<file path="config.mk">
export PLATFORM = sky130hd
export DESIGN_NAME = wovf_detector
export DESIGN_NICKNAME = d
export VERILOG_FILES = /design/src/rtl/wovf_pkg.sv /design/src/rtl/wovf_scan.sv /design/src/rtl/wovf_classify.sv /design/src/rtl/wovf_out_reg.sv /design/src/rtl/wovf_detector.sv
export SDC_FILE = /design/constraint.sdc
export NUM_CORES = 1
export LEC_CHECK = 0
export BUFFER_PORTS_ARGS = -buffer_cell sky130_fd_sc_hd__buf_4
export CORE_UTILIZATION = 49
export DETAILED_ROUTE_END_ITERATION = 8
export PLACE_DENSITY = 0.77
export RECOVER_POWER = 50
export SLEW_MARGIN = 10
export SYNTH_ARGS = -nofsm -noshare
export SYNTH_HDL_FRONTEND = slang
export SYNTH_HIERARCHICAL = 1
export SYNTH_SLANG_ARGS = --single-unit
</file>
<file path="constraint.sdc">
create_clock -name clk -period 8.8 [get_ports clk]
set_input_delay 0.44 -clock clk [delete_from_list [all_inputs] [get_ports clk]]
set_output_delay 0.44 -clock clk [all_outputs]
set_load 0.05 [all_outputs]
</file>
<file path="src/rtl/wovf_pkg.sv">
// Shared types and constants of the window overflow detector.
// Assumes a one-hot code of three overflow kinds, ordered by spill size.
package wovf_pkg;

    typedef logic [2:0] ovf_code_t;

    localparam ovf_code_t CODE_NONE = 3'b000;
    localparam ovf_code_t CODE_OV4  = 3'b001;
    localparam ovf_code_t CODE_OV8  = 3'b010;
    localparam ovf_code_t CODE_OV12 = 3'b100;

    // Saturated distance from the conflicting frame to the one after it.
    localparam int GAP_W   = 2;
    localparam int GAP_SAT = 2;

endpackage

</file>
<file path="src/rtl/wovf_scan.sv">
// Rotates the window-start mask so that bit i stands for window base+1+i,
// then finds the nearest live window with a trailing-zero count over the
// whole rotated vector. Flags a hit when that window lies within the request.
// Assumes NUM_WIN is a power of two, so window indices wrap by truncation.
module wovf_scan #(
    parameter int NUM_WIN = 16,
    parameter int WB_W    = $clog2(NUM_WIN),
    parameter int SZ_W    = 2
) (
    input  logic               clk,
    input  logic               rst_n,
    input  logic [WB_W-1:0]    win_base,
    input  logic [NUM_WIN-1:0] win_start,
    input  logic [SZ_W-1:0]    req_size,
    output logic [NUM_WIN-1:0] rot_vec,
    output logic               hit,
    output logic [SZ_W-1:0]    rot_amt
);

    localparam int TZ_W = WB_W + 1;

    logic [TZ_W-1:0] tz;

    // Rotation: one mux per bit, selecting window base+1+i modulo NUM_WIN.
    for (genvar i = 0; i < NUM_WIN; i++) begin : g_rot
        logic [WB_W-1:0] src_idx;
        assign src_idx    = win_base + WB_W'(i + 1);
        assign rot_vec[i] = win_start[src_idx];
    end

    // Trailing-zero count of the rotated mask; NUM_WIN when it is empty.
    always_comb begin
        tz = TZ_W'(NUM_WIN);
        for (int i = NUM_WIN - 1; i >= 0; i--) begin
            if (rot_vec[i]) begin
                tz = TZ_W'(i);
            end
        end
    end

    // Hit when the live window sits within the requested size.
    always_comb begin
        hit     = (tz < TZ_W'(req_size));
        rot_amt = SZ_W'(tz + TZ_W'(1));
    end

    // the window reached by the rotation is live.
    p_hit_live_r3: assert property (@(posedge clk) disable iff (!rst_n)
        hit |-> win_start[WB_W'(win_base + WB_W'(rot_amt))]);

    // the rotation is nonzero and never exceeds the request.
    p_rot_range_r3: assert property (@(posedge clk) disable iff (!rst_n)
        hit |-> (rot_amt != '0) && (rot_amt <= req_size));

    // a zero-size request never conflicts.
    p_no_hit_size0_r2: assert property (@(posedge clk) disable iff (!rst_n)
        (req_size == '0) |-> !hit);

endmodule

</file>
<file path="src/rtl/wovf_classify.sv">
// Picks the overflow kind from the distance between the conflicting frame
// and the next live frame past it, scanning the rotated mask from the
// rotation point. Assumes NUM_WIN >= 8 so the two bits that decide the kind
// never run past the rotated vector.
module wovf_classify
    import wovf_pkg::*;
#(
    parameter int NUM_WIN = 16,
    parameter int SZ_W    = 2
) (
    input  logic [NUM_WIN-1:0] rot_vec,
    input  logic [SZ_W-1:0]    rot_amt,
    output ovf_code_t          code
);

    logic [GAP_W-1:0] gap;
    logic             seen;

    // Trailing-zero count of the rotated mask shifted down by rot_amt, saturated.
    always_comb begin
        gap  = GAP_W'(GAP_SAT);
        seen = 1'b0;
        for (int j = 0; j < NUM_WIN; j++) begin
            if (!seen && (j >= int'(rot_amt)) && rot_vec[j]) begin
                seen = 1'b1;
                if ((j - int'(rot_amt)) < GAP_SAT) begin
                    gap = GAP_W'(j - int'(rot_amt));
                end
            end
        end
    end

    // Map the distance to a one-hot exception kind.
    always_comb begin
        unique case (gap)
            GAP_W'(0): code = CODE_OV4;
            GAP_W'(1): code = CODE_OV8;
            default:   code = CODE_OV12;
        endcase
    end

endmodule

</file>
<file path="src/rtl/wovf_out_reg.sv">
// Result registers. The code and exception-mode flag pulse for one cycle per
// overflowing request; the rotation, saved base and exception PC are loaded
// on an overflow and held otherwise. Synchronous active-low reset.
module wovf_out_reg
    import wovf_pkg::*;
#(
    parameter int WB_W = 4,
    parameter int SZ_W = 2,
    parameter int PC_W = 32
) (
    input  logic            clk,
    input  logic            rst_n,
    input  logic            chk_valid,
    input  logic            hit,
    input  ovf_code_t       code_in,
    input  logic [SZ_W-1:0] rot_in,
    input  logic [WB_W-1:0] win_base,
    input  logic [PC_W-1:0] pc,
    output ovf_code_t       ovf_code,
    output logic [SZ_W-1:0] rot_amt,
    output logic [WB_W-1:0] saved_base,
    output logic            excm,
    output logic [PC_W-1:0] exc_pc
);

    // Capture the outcome of an overflowing request, drop the pulse otherwise.
    always_ff @(posedge clk) begin
        if (!rst_n) begin
            ovf_code   <= CODE_NONE;
            excm       <= 1'b0;
            rot_amt    <= '0;
            saved_base <= '0;
            exc_pc     <= '0;
        end else if (chk_valid && hit) begin
            ovf_code   <= code_in;
            excm       <= 1'b1;
            rot_amt    <= rot_in;
            saved_base <= win_base;
            exc_pc     <= pc;
        end else begin
            ovf_code   <= CODE_NONE;
            excm       <= 1'b0;
        end
    end

    // a code only follows a cycle that carried a request.
    p_code_needs_req_r8: assert property (@(posedge clk) disable iff (!rst_n)
        (ovf_code != CODE_NONE) |-> $past(chk_valid));

    // at most one exception kind at a time.
    p_code_onehot_r6: assert property (@(posedge clk) disable iff (!rst_n)
        $onehot0(ovf_code));

    // the flag follows a conflict found by the scan.
    p_excm_after_hit_r4: assert property (@(posedge clk) disable iff (!rst_n)
        excm |-> $past(hit) && $past(chk_valid));

    // the saved base is the base of the request.
    p_saved_base_r4: assert property (@(posedge clk) disable iff (!rst_n)
        excm |-> (saved_base == $past(win_base)));

    // the exception PC is the PC of the request.
    p_exc_pc_r5: assert property (@(posedge clk) disable iff (!rst_n)
        excm |-> (exc_pc == $past(pc)));

    // without an overflow the held results do not move.
    p_hold_r7: assert property (@(posedge clk) disable iff (!rst_n)
        !excm |-> $stable(exc_pc) && $stable(rot_amt) && $stable(saved_base));

endmodule

</file>
<file path="src/rtl/wovf_detector.sv">
// Register window overflow detector, top level. On a window check request it
// scans the live-frame mask forward from the current base, decides whether
// the callee's frame would overwrite a live frame, and reports the rotation,
// saved base, exception PC and one-hot overflow kind one cycle later.
// Assumes NUM_WIN is a power of two and at least 8, and req_size <= 3.
module wovf_detector
    import wovf_pkg::*;
#(
    parameter int NUM_WIN = 16,
    parameter int PC_W    = 32,
    parameter int SZ_W    = 2,
    localparam int WB_W   = $clog2(NUM_WIN)
) (
    input  logic               clk,
    input  logic               rst_n,
    input  logic               chk_valid,
    input  logic [WB_W-1:0]    win_base,
    input  logic [NUM_WIN-1:0] win_start,
    input  logic [PC_W-1:0]    pc,
    input  logic [SZ_W-1:0]    req_size,
    output logic [2:0]         ovf_code,
    output logic [SZ_W-1:0]    rot_amt,
    output logic [WB_W-1:0]    saved_base,
    output logic               excm,
    output logic [PC_W-1:0]    exc_pc
);

    logic [NUM_WIN-1:0] rot_vec;
    logic               hit;
    logic [SZ_W-1:0]    rot_next;
    ovf_code_t          code_next;

    wovf_scan #(
        .NUM_WIN (NUM_WIN),
        .WB_W    (WB_W),
        .SZ_W    (SZ_W)
    ) u_scan (
        .clk       (clk),
        .rst_n     (rst_n),
        .win_base  (win_base),
        .win_start (win_start),
        .req_size  (req_size),
        .rot_vec   (rot_vec),
        .hit       (hit),
        .rot_amt   (rot_next)
    );

    wovf_classify #(
        .NUM_WIN (NUM_WIN),
        .SZ_W    (SZ_W)
    ) u_classify (
        .rot_vec (rot_vec),
        .rot_amt (rot_next),
        .code    (code_next)
    );

    wovf_out_reg #(
        .WB_W (WB_W),
        .SZ_W (SZ_W),
        .PC_W (PC_W)
    ) u_out (
        .clk        (clk),
        .rst_n      (rst_n),
        .chk_valid  (chk_valid),
        .hit        (hit),
        .code_in    (code_next),
        .rot_in     (rot_next),
        .win_base   (win_base),
        .pc         (pc),
        .ovf_code   (ovf_code),
        .rot_amt    (rot_amt),
        .saved_base (saved_base),
        .excm       (excm),
        .exc_pc     (exc_pc)
    );

endmodule

</file>
==> results of run 1 <==
worst min path at each step:
stage,from,end,slack (ns),cells past startpoint
finish,pc[5],u_out/exc_pc[5],0.39,3
global placement,u_out/exc_pc[12],u_out/exc_pc[12],0.44,2
CTS,pc[31],u_out/exc_pc[31],0.38,3
detailed placement,u_out/exc_pc[1],u_out/exc_pc[1],0.44,2
floorplan,pc[0],u_out/exc_pc[0],0.58,2
global route,pc[5],u_out/exc_pc[5],0.38,3
flip-flops by register name (all words and copies together), names as in the netlist:
register          cells
u_out/excm            1
u_out/ovf_code        3
u_out/exc_pc         32
u_out/saved_base      4
u_out/rot_amt         2
power by group:
group / leakage, nW / internal [mW] / switching (mW) / total, mW
Clock: 0.0482 / 0.0634 / 0.0648 / 0.128
Combinational: 1.12 / 0.131 / 0.258 / 0.390
Sequential: 0.344 / 0.215 / 0.0114 / 0.227
Total: 1.51 / 0.410 / 0.334 / 0.744
critical path: cells and delay by family:
| family | cells | cell delay, ns |
|---|---|---|
| AO/OA/AOI/OAI | 5 | 0.95 |
| adder cells (fa/ha/maj) | 2 | 0.94 |
| buffers and inverters | 3 | 0.68 |
| multiplexers | 3 | 1.57 |
| AND/OR/NAND/NOR | 4 | 0.88 |
final cells by class:
type / count / area, um2 / area share [%]
tap: 77 / 96.3 / 2.53
clock inverter: 1 / 5.00 / 0.131
sequential: 42 / 841 / 22.1
timing repair buffer: 99 / 586 / 15.4
multi-input combinational: 243 / 2140 / 56.3
clock buffer: 7 / 86.3 / 2.27
inverter: 13 / 48.8 / 1.28
through the flow:
step / utilization [%] / cell area (um2) / hold slack (ns)
global route: 59.9 / 3810 / 0.380
floorplan: - / 3230 / 0.583
global placement: 61.0 / 3870 / 0.436
CTS: 62.4 / 3960 / 0.377
detailed placement: 61.0 / 3870 / 0.441
finish: 59.9 / 3810 / 0.387
per-layer routing:
layer	routed length, um	up-vias	GRT usage [%]
met5	0	-	0
met4	109	0	5.49
met3	384	8	4.27
met2	3660	84	34.4
met1	3420	1334	31.8
li1	-	1401	-
cell usage in the layout (no fill, tap or decap), types with 3 or more instances in the layout:
cell type	count
nor2_1	5
mux2i_1	12
mux4_1	10
inv_1	11
mux2_2	6
and2_1	3
nand4_1	39
nor3_1	6
clkbuf_1	43
mux4_2	18
clkbuf_8	6
xnor2_1	4
nand2_1	44
buf_4	57
dfxtp_1	42
a21oi_1	6
a31oi_1	3
o211ai_1	3
ha_1	12
o21ai_2	20
o21ai_1	18
xor2_1	4
==> flow_metrics.tcl, run 1 <==
set metrics [dict create \
    vias 2827 \
    grt_pass1_vias 2613 \
    hold_path_class "primary input to register" \
    finalNonFillerCells 482 \
    avgSynthCellArea_um2 9.92 \
    ir_drop_v 0.000136 \
    dieArea_um2 6910 \
    critPathLaunchType "primary input" \
    wl_per_cell_um 15.7 \
    die_width_um 83.1 \
    dp_worst_setup_slack_ns 3.29 \
    ctsResizeCount 0 \
    h-tree-depth 2 \
    max_freq_mhz 191 \
    grt_first_pass_wirelength_mm 12.7 \
    rrSetupSlack_ns 8.16 \
    drt-total-wl_mm 7.57 \
    cellLeakagePower_nw 1.51 \
    n_antenna_cell 0 \
    drc 0 \
    drv_cap 0 \
    setup_slack_ns 3.55 \
    crit_path_cell_trace "buf_4 -> clkinv_1 -> ha_1 -> mux4_1 -> mux4_2 -> or4b_4 -> o221ai_2 -> a21boi_2 -> mux2i_1 -> inv_1 -> ha_1 -> a21boi_0 -> nand4b_1 -> a31oi_1 -> nor3_1 -> a2111oi_1 -> and2_1" \
    cp-startpoint "win_base[0]" \
    drive_gt1_share_pct 28.9 \
    synth_nets 394 \
    pin_count 99 \
    drt_pass1_iterations 4 \
    worst_ep_arrival_time_ns 5.48 \
    cp.required_ns 9.03 \
    nFillCells 551 \
    rsz0062_at_grt "no" \
    grt-ovfl-total 0 \
    fin_crit_sh_pct 59.6 \
    start_util_pct 50.8 \
    total_power_uw 744 \
    antenna_found_initial 0 \
    fin_crit_ns 5.25 \
    clk_latency_ns 0.29 \
    viasPerCell 5.87 \
    setup_tns_ns 0 \
    r2r-start "u_out/rot_amt[1]" \
    cp_max_fo 19 \
    cts_tree "yes" \
    slew_headroom_pct 53.8 \
    dp_cells 474 \
    cts_setup_buffers 0 \
    clk_pin_slew_worst_paths_ns 0.08 \
    cts_sinks 42 \
    p_per_area_nw_per_um2 196 \
    cpMostUsedCell "ha_1" \
    cts_buffers 5 \
    hold_viol 0 \
    fin_skew_ns 0 \
    postRouteAntennaNets 0 \
    gp_congestion 0.835 \
    final_nets 473 \
    cts_root_buffer "clkbuf_8" \
    dp_hpwl_mm 5.48 \
    endpoint "u_out/ovf_code[1]" \
    critical-path-slowest-cell "mux4_1" \
    worst_pin_slew_ns 0.692 \
    setup_violations 0 \
    r2r-end "u_out/rot_amt[1]" \
    grt_max_degree 78 \
    syn_area_um2 3230 \
    die_y_um 83.1 \
    endpoint_kind "register" \
    place.port_buffers 98 \
    crit_type "primary input to register" \
    core_um2 6350 \
    status "finished clean" \
    syn_inst 325 \
    r2r_cells 2 \
    drv_slew 0 \
    rows 29 \
    drt_iter0_drc 167 \
    yosys_warnings 6 \
    area_growth_syn_to_layout_pct 18.0 \
    cp_slowest_stage_delay_ns 0.64 \
    grt_use_total_pct 22.1 \
    hold_buffers 0 \
    clk_path_buf_depth 2 \
]
No activity file was read; power rests on OpenSTA's default activity.
==> inputs of run 2 (changes only) <==
--- a/config.mk
+++ b/config.mk
@@ -6,7 +6,7 @@
 export NUM_CORES = 1
 export LEC_CHECK = 0
 export BUFFER_PORTS_ARGS = -buffer_cell sky130_fd_sc_hd__buf_4
-export CORE_UTILIZATION = 49
+export CORE_UTILIZATION = 47
 export DETAILED_ROUTE_END_ITERATION = 8
 export PLACE_DENSITY = 0.77
 export RECOVER_POWER = 50
==> constraint.sdc (replaced) <==
create_clock -name clk -period 4.6 [get_ports clk]
set_input_delay 0.23 -clock clk [delete_from_list [all_inputs] [get_ports clk]]
set_output_delay 0.23 -clock clk [all_outputs]
set_load 0.05 [all_outputs]
==> run 2 against run 1 <==
Against the previous run:
- the flow now finishes with violations (DRC)
- via count up 3.2%
- sequential share of layout area down 0.34 points
- hold slack worse by 0.21 ns
- global-route usage down 0.32 points
- utilization down 0.41 points
- power up 94%
- clock skew unchanged
- clock-buffer cell count unchanged
- first-iteration DRC count down 37%
- register-to-register slack worse by 4.2 ns
- clock power up 89%
==> flow_metrics.tcl, run 2 (synthesis results as in run 1) <==
set metrics [dict create \
    ff_latch_area_um2 841 \
    grt_first_pass_wirelength_mm 13.0 \
    pin_count 99 \
    start_util_pct 49.7 \
    largestRegisters "u_out/exc_pc x32, u_out/saved_base x4, u_out/ovf_code x3" \
    fin_skew_ns 0 \
    cts_sinks 42 \
    postRouteAntennaNets 0 \
    hold_viol 0 \
    critPathTopFamily "multiplexers" \
    antenna_found_initial 0 \
    largest_reg_flops 32 \
    cp_max_fo 9 \
    dp_hpwl_mm 5.76 \
    die_y_um 84.8 \
    grt-ovfl-total 0 \
    final_cell_mix "64 x buf_4, 44 x nand2_1, 43 x clkbuf_1, 42 x dfxtp_1, 39 x nand4_1" \
    hold_buffers 0 \
    cts_root_buffer "clkbuf_8" \
    rows 29 \
    final_nets 480 \
    status "finished with violations" \
    setup_violations 0 \
    setup_tns_ns 0 \
    drive_gt1_share_pct 30.8 \
    failed_checks "DRC" \
    worst_pin_slew_ns 0.687 \
    max_freq_mhz 237 \
    area_growth_syn_to_layout_pct 19.9 \
    crit_path_cell_trace "buf_4 -> clkinv_2 -> ha_2 -> buf_4 -> mux4_1 -> mux4_2 -> nor3_1 -> o211ai_1 -> a31o_2 -> mux2i_2 -> inv_1 -> ha_1 -> a21boi_0 -> nand4b_1 -> a31oi_1 -> nor3_1 -> a2111oi_1 -> and2_1" \
    drt_pass1_iterations 7 \
    h-tree-depth 2 \
    largest-register "u_out/exc_pc" \
    endpoint_kind "register" \
    crit_type "primary input to register" \
    core_um2 6490 \
    cts_buffers 5 \
    grt_use_total_pct 21.8 \
    die_width_um 84.8 \
    drt-total-wl_mm 7.75 \
    final_util_pct 59.5 \
    ctsResizeCount 0 \
    viasPerCell 5.97 \
    hold_path_class "primary input to register" \
    cp_num_buf_inv 4 \
    cellLeakagePower_nw 1.55 \
    rrSetupSlack_ns 3.99 \
    drv_slew 0 \
    wl_per_cell_um 15.9 \
    worst_ep_arrival_time_ns 4.44 \
    place.port_buffers 98 \
    r2r-start "u_out/exc_pc[12]" \
    clk_pin_slew_worst_paths_ns 0.08 \
    fin_crit_ns 4.21 \
    slew_headroom_pct 54.2 \
    critical-path-slowest-cell "mux4_1" \
    nFillCells 573 \
    drc 3 \
    hp-start "pc[0]" \
    fin_crit_sh_pct 91.6 \
    p_per_area_nw_per_um2 373 \
    critPathLaunchType "primary input" \
    r2r-end "u_out/exc_pc[12]" \
    drt_iter0_drc 106 \
    cp_slowest_stage_delay_ns 0.61 \
    vias 2917 \
    whs_path_depth 3 \
    cts_setup_buffers 0 \
    dieArea_um2 7200 \
    cts_tree "yes" \
    clk_latency_ns 0.29 \
    grt_pass1_vias 2754 \
    gp_congestion 0.892 \
    multi_input_area_um2 2150 \
    ir_drop_v 0.000210 \
    grt_max_degree 78 \
    drv_cap 0 \
    min_to "u_out/exc_pc[0]" \
    r2r_cells 2 \
    clk_path_buf_depth 2 \
    final_common_cell "buf_4" \
    cp.required_ns 4.83 \
    rsz0062_at_grt "no" \
    n_antenna_cell 0 \
]
[run 2: cell count changes in the layout (fill, tap and decap cells not counted)]
cell / before / now
clkinv_2: 1 / 2
clkinv_1: 1 / 0
ha_1: 12 / 11
buf_4: 57 / 64
ha_2: 0 / 1
mux2i_1: 12 / 11
mux2i_2: 0 / 1
[run 2: worst max-delay path by stage]
stage / startpoint / end / cells after the start
finish: win_base[0] / u_out/ovf_code[1] / 18
global route: win_base[0] / u_out/ovf_code[1] / 18
CTS: win_base[0] / u_out/ovf_code[1] / 18
detailed placement: win_base[0] / u_out/ovf_code[1] / 18
global placement: win_base[0] / u_out/ovf_code[1] / 17
floorplan: win_base[0] / u_out/ovf_code[0] / 19
[run 2: worst min-delay path, cell delays in order]
cell and delay [ns]:
buf_4 0.07, nand4_1 0.06, o21ai_1 0.07
[run 2: layout make-up]
type                    count  area share (%)
clock buffers               7            2.23
clock inverters             1           0.129
inverters                  13            1.29
multi-input cells         243            55.6
flip-flops and latches     42            21.7
well taps                  77            2.49
repair buffers            106            16.5
[run 2: metrics by stage]
stage          cells  setup WS (ns)  hold slack [ns]  total power, mW  area, um2
6_report         489          0.389            0.175             1.44       3870
2_1_floorplan    325         0.0772            0.373             1.05       3230
4_1_cts          489          0.386            0.169             1.49       4020
5_1_grt          489         0.0317            0.182             1.54       3870
3_5_place_dp     481          0.103            0.442             1.25       3930
3_3_place_gp     481          0.218            0.435             1.23       3930
[run 2: power by group]
part           leakage, nW  total [mW]  internal (mW)  switching [mW]
clock network       0.0482       0.242          0.121           0.121
registers            0.344       0.435          0.412          0.0228
logic                 1.16       0.764          0.268           0.496
[run 2: per-layer routing]
metal | part of all wire, % | wire, um | GRT usage (%) | vias to the layer above
li1 | - | - | - | 1416
met3 | 5.1 | 398 | 3.50 | 2
met2 | 50 | 3910 | 36.5 | 88
met1 | 44 | 3420 | 30.6 | 1411
met5 | 0 | 0 | 0 | -
met4 | 0.32 | 25 | 3.39 | 0
